File: src/rtl/mp_lock_unit.sv
module mp_lock_unit #(
  parameter logic [31:0] BASE = 32'hFFFF_FFE0,
  parameter int NVAR = 16,
  parameter int DW = 32
) (
  input  logic                clk,
  input  logic                rst_n,
  input  logic [1:0]          req_valid,
  input  logic [1:0]          req_write,
  input  logic [1:0][31:0]    req_addr,
  input  logic [1:0][DW-1:0]  req_wdata,
  input  logic [1:0]          fence_pend,
  output logic [1:0]          claim,
  output logic [1:0]          ready,
  output logic [1:0]          stall,
  output logic [1:0][DW-1:0]  rsp_rdata,
  output logic [1:0]          lock_busy
);
  localparam int IW = $clog2(NVAR);

  logic [NVAR-1:0]      lock_q, lock_d;
  logic [1:0][IW-1:0]   idx;
  logic [1:0]           cur;
  logic                 collide;

  for (genvar p = 0; p < 2; p++) begin : g_port
    assign idx[p]       = req_addr[p][IW-1:0];
    assign claim[p]     = req_valid[p] && (req_addr[p][31:IW] == BASE[31:IW]);
    assign cur[p]       = lock_q[idx[p]];
    assign stall[p]     = claim[p] & ~ready[p];
    assign rsp_rdata[p] = (ready[p] && !req_write[p]) ? {{(DW-1){1'b0}}, cur[p]} : '0;
    assign lock_busy[p] = ready[p] & ~req_write[p] & cur[p];
  end

  assign collide  = claim[0] & claim[1] & (idx[0] == idx[1]);
  assign ready[0] = claim[0] & ~(req_write[0] & fence_pend[0]);
  assign ready[1] = claim[1] & ~collide & ~(req_write[1] & fence_pend[1]);

  always_comb begin
    lock_d = lock_q;
    for (int p = 0; p < 2; p++)
      if (ready[p]) lock_d[idx[p]] = req_write[p] ? req_wdata[p][0] : 1'b1;
  end

  always_ff @(posedge clk)
    if (!rst_n) lock_q <= '0;
    else        lock_q <= lock_d;
endmodule


File: config.mk
export PLATFORM = sky130hd
export DESIGN_NAME = mp_lock_unit
export DESIGN_NICKNAME = d
export VERILOG_FILES = /design/src/rtl/mp_lock_unit.sv
export SDC_FILE = /design/constraint.sdc
export NUM_CORES = 1
export LEC_CHECK = 0
export ABC_AREA = 0
export BUFFER_PORTS_ARGS = -buffer_cell sky130_fd_sc_hd__buf_4
export CORE_ASPECT_RATIO = 1.25
export CORE_MARGIN = 2
export CORE_UTILIZATION = 34
export CTS_BUF_LIST = sky130_fd_sc_hd__clkbuf_16
export DETAILED_ROUTE_END_ITERATION = 7
export GPL_ROUTABILITY_DRIVEN = 0
export GPL_TIMING_DRIVEN = 0
export PLACE_DENSITY = 0.75
export SETUP_SLACK_MARGIN = 0.02
export SLEW_MARGIN = 20
export SYNTH_ARGS = -nofsm -noshare
export SYNTH_HDL_FRONTEND = slang
export SYNTH_SLANG_ARGS = --single-unit
File: constraint.sdc
create_clock -name clk -period 2.2 [get_ports clk]
set_input_delay 0.44 -clock clk [delete_from_list [all_inputs] [get_ports clk]]
set_output_delay 0.44 -clock clk [all_outputs]
set_load 0.01 [all_outputs]
==> metrics.cfg <==
[placed_design]
place_hpwl_microns = 5645
io_buffers = 77
placedCellCount = 489

[floorplan]
ioPinCount = 208
core_sq_um = 6246
die_w_microns = 76.21
start_util_pct = 35.48
die_height_microns = 94.26
die-area_sq_um = 7183
row_count = 32

[detailed_routing]
drt_iter0_drc = 129
routed_via_density = 4.619
num_vias = 2328
dr.pass1.iters = 4
wirelength_microns = 6774
avgRoutedWirePerCell_microns = 13.44
drt_drc_violations_left = 0
ant_nets = 0

[logic_synthesis]
synth_area_leaders = buf_4 22%, dfxtp_1 14%, mux4_2 10%, nand4_1 7.3%, mux2i_1 7.2%
yosys_register_bits = 16
synth_flop_cell = dfxtp_1
synth_cell_types = 35
synth_top_area_share_pct = 22.02
synth_area_per_cell_sq_um = 8.330
synthCells = 266
synth_area_sq_um = 2216
yosys_warnings = 0
yosysSeqAreaShare_pct = 14.46
async_flop_share_pct = 0
synth_top_cell_by_area = buf_4
synth-edff-count = 0

[finish]
nets = 557
largest_registers = lock_q x16
largest_reg_flops = 16
layout-drive-gt1-share_pct = 46.54
final_cells = 504
antenna_cells = 0
syn2layout_area_growth_pct = 55.11
regMostFlops = lock_q

[worst_setup_path]
critPathMaxStageDelay_ns = 0.53
crit_path_start_kind = input port
crit_type = in2out
slowest_stage = mux4_2
cp_num_buf_inv = 3
cp_max_fo = 6
critPathCaptureType = output pin
worstPathRequired_ns = 1.76
path_cells = buf_12 > mux4_2 > mux4_2 > nor4bb_4 > buf_4 > buf_6
critical_path_arrival_ns = 2.00
crit_top_cell = mux4_2
cp_top_family = multiplexers

[global_route]
grt_max_degree = 11
grt_antenna_before_repair = 0
grt_usage_pct = 18.76
grt_pass1_vias = 2346
grt_pass1_wl_microns = 10870
gr-total-overflow = 0

[hold_path]
hold_class = reg2reg

[timing]
fin_ws_ns = -0.2407
fin_crit_ns = 2.441
rsz0062_at_grt = yes
fmax_mhz = 409.7
finalCritPeriodShare_pct = 110.9
slew_headroom_pct = 54.96
setup_viol = 5
skew_ns = 0
worstMarginPinSlew_ns = 0.6716
hold_viol = 0
drv_slew = 0

[clock_network]
path_clk_slew_ns = 0.05
insertion_delay_ns = 0.24
cts_tree = built
cts_buffer_depth = 2
cts_inserted_buffers = 3
cts.sinks = 16
cts_max_level = 1
cts-root-buf = clkbuf_16

[outcome]
status = complete, but fails checks
violations = negative setup slack

[power]
power.total_uw = 981.9
ir_drop_mv = 0.1918
leakage_nw = 1.758
p_per_area_nw_per_um2 = 285.7

[job]
cap_violations = 0

[area by class of cell]
type | instances | area, sq um
Fill cell | 612 | 2809
Multi-Input combinational cell | 229 | 1625
Timing Repair Buffer | 90 | 690.7
Buffer | 78 | 605.6
Sequential cell | 16 | 322.8
Tap cell | 85 | 106.4
Clock buffer | 3 | 75.07
Inverter | 3 | 11.26
[layout by cell type (no fill, tap or decap), types with 2 or more instances in the layout]
| cell | netlist | layout |
|---|---|---|
| buf_4 | 65 | 153 |
| nor3_1 | 6 | 6 |
| nor3b_1 | 7 | 6 |
| nand2b_1 | 6 | 6 |
| mux2i_1 | 16 | 16 |
| inv_1 | 3 | 3 |
| mux2_1 | 9 | 9 |
| nor2_1 | 15 | 14 |
| xor2_1 | 4 | 4 |
| clkbuf_16 | 0 | 3 |
| nor4_4 | 2 | 4 |
| nor2b_1 | 2 | 2 |
| buf_2 | 5 | 2 |
| and3b_1 | 3 | 3 |
| nand2_1 | 18 | 17 |
| mux4_2 | 10 | 10 |
| a211oi_1 | 5 | 5 |
| nand3_1 | 19 | 19 |
| conb_1 | 1 | 62 |
| a211oi_2 | 2 | 2 |
| dfxtp_2 | 0 | 2 |
| nand4_1 | 26 | 26 |
| dfxtp_1 | 16 | 14 |
| clkbuf_1 | 7 | 3 |
| buf_12 | 0 | 2 |
| and2_1 | 3 | 2 |
| buf_6 | 2 | 7 |
[cells by family (layout without fill, tap and decap cells)]
family | after synthesis | after routing | synth area share, %
and+or+nand+nor | 118 | 118 | 32.30
AOI/OAI and AO/OA | 10 | 10 | 3.670
buffers and inverters | 82 | 174 | 25.86
muxes | 35 | 35 | 21.97
other | 1 | 62 | 0.1692
DFF | 16 | 16 | 14.46
xor gates and xnor gates | 4 | 4 | 1.581
[final timing paths]
kind	slack, ns	depth (start not counted)	endpoint	start
setup / recovery	-0.24	6	rsp_rdata[32]	req_addr[32]
hold / removal	0.60	3	lock_q[6]	lock_q[6]
setup reg to reg	1.23	3	lock_q[2]	lock_q[2]
hold reg to reg	0.60	3	lock_q[6]	lock_q[6]
[tightest hold or removal path: stages, from the launching register on]
cell and delay, ns:
dfxtp_1 0.31, nand2_1 0.05, mux2_1 0.12, mux2i_1 0.06
[cells in the mapped netlist (2+ instances only)]
| cell | count |
|---|---|
| nor4_1 | 2 |
| nor3_1 | 6 |
| clkbuf_1 | 7 |
| a21oi_1 | 2 |
| buf_6 | 2 |
| nor2_1 | 15 |
| buf_2 | 5 |
| a211oi_2 | 2 |
| nor2b_1 | 2 |
| nor3b_1 | 7 |
| a211oi_1 | 5 |
| nand4_1 | 26 |
| xor2_1 | 4 |
| nand2_1 | 18 |
| nand3_1 | 19 |
| mux4_2 | 10 |
| mux2_1 | 9 |
| mux2i_1 | 16 |
| and2_1 | 3 |
| inv_1 | 3 |
| dfxtp_1 | 16 |
| nand2b_1 | 6 |
| nor4_2 | 2 |
| and3b_1 | 3 |
| nor4_4 | 2 |
| buf_4 | 65 |
[timing repair]
item,4_1_cts,5_1_grt
resized for setup,13,14
hold buffers,0,0
buffers inserted,10,3
setup endpoints to repair,9,8
pin swaps,6,7
[where the power goes]
group           switching [mW]  internal [mW]
clock                    0.102          0.238
sequential     0.0000000000979          0.291
combinational            0.161          0.191
total                    0.263          0.719
[metrics by stage]
| stage | hold slack [ns] | util, % | TNS (ns) | setup slack [ns] | instance area [sq um] |
|---|---|---|---|---|---|
| floorplan | 0.5113 | - | -0.05685 | -0.02848 | 2506 |
| global placement | 0.5621 | 51.08 | -1.978 | -0.4137 | 3191 |
| finish | 0.5953 | 55.03 | -0.6655 | -0.2407 | 3437 |
| global route | 0.6257 | 55.03 | -0.8401 | -0.2554 | 3437 |
| CTS | 0.6065 | 54.33 | -0.6720 | -0.2208 | 3393 |
| detailed placement | 0.5940 | 51.08 | -2.528 | -0.4679 | 3191 |
[layer usage]
metal | wire (microns) | global-route usage, %
met1 | 2430 | 19.05
met2 | 3476 | 36.06
met3 | 674 | 4.904
met4 | 192 | 8.030
met5 | 0 | 0
Note: power is estimated with default switching activity, not from simulation.
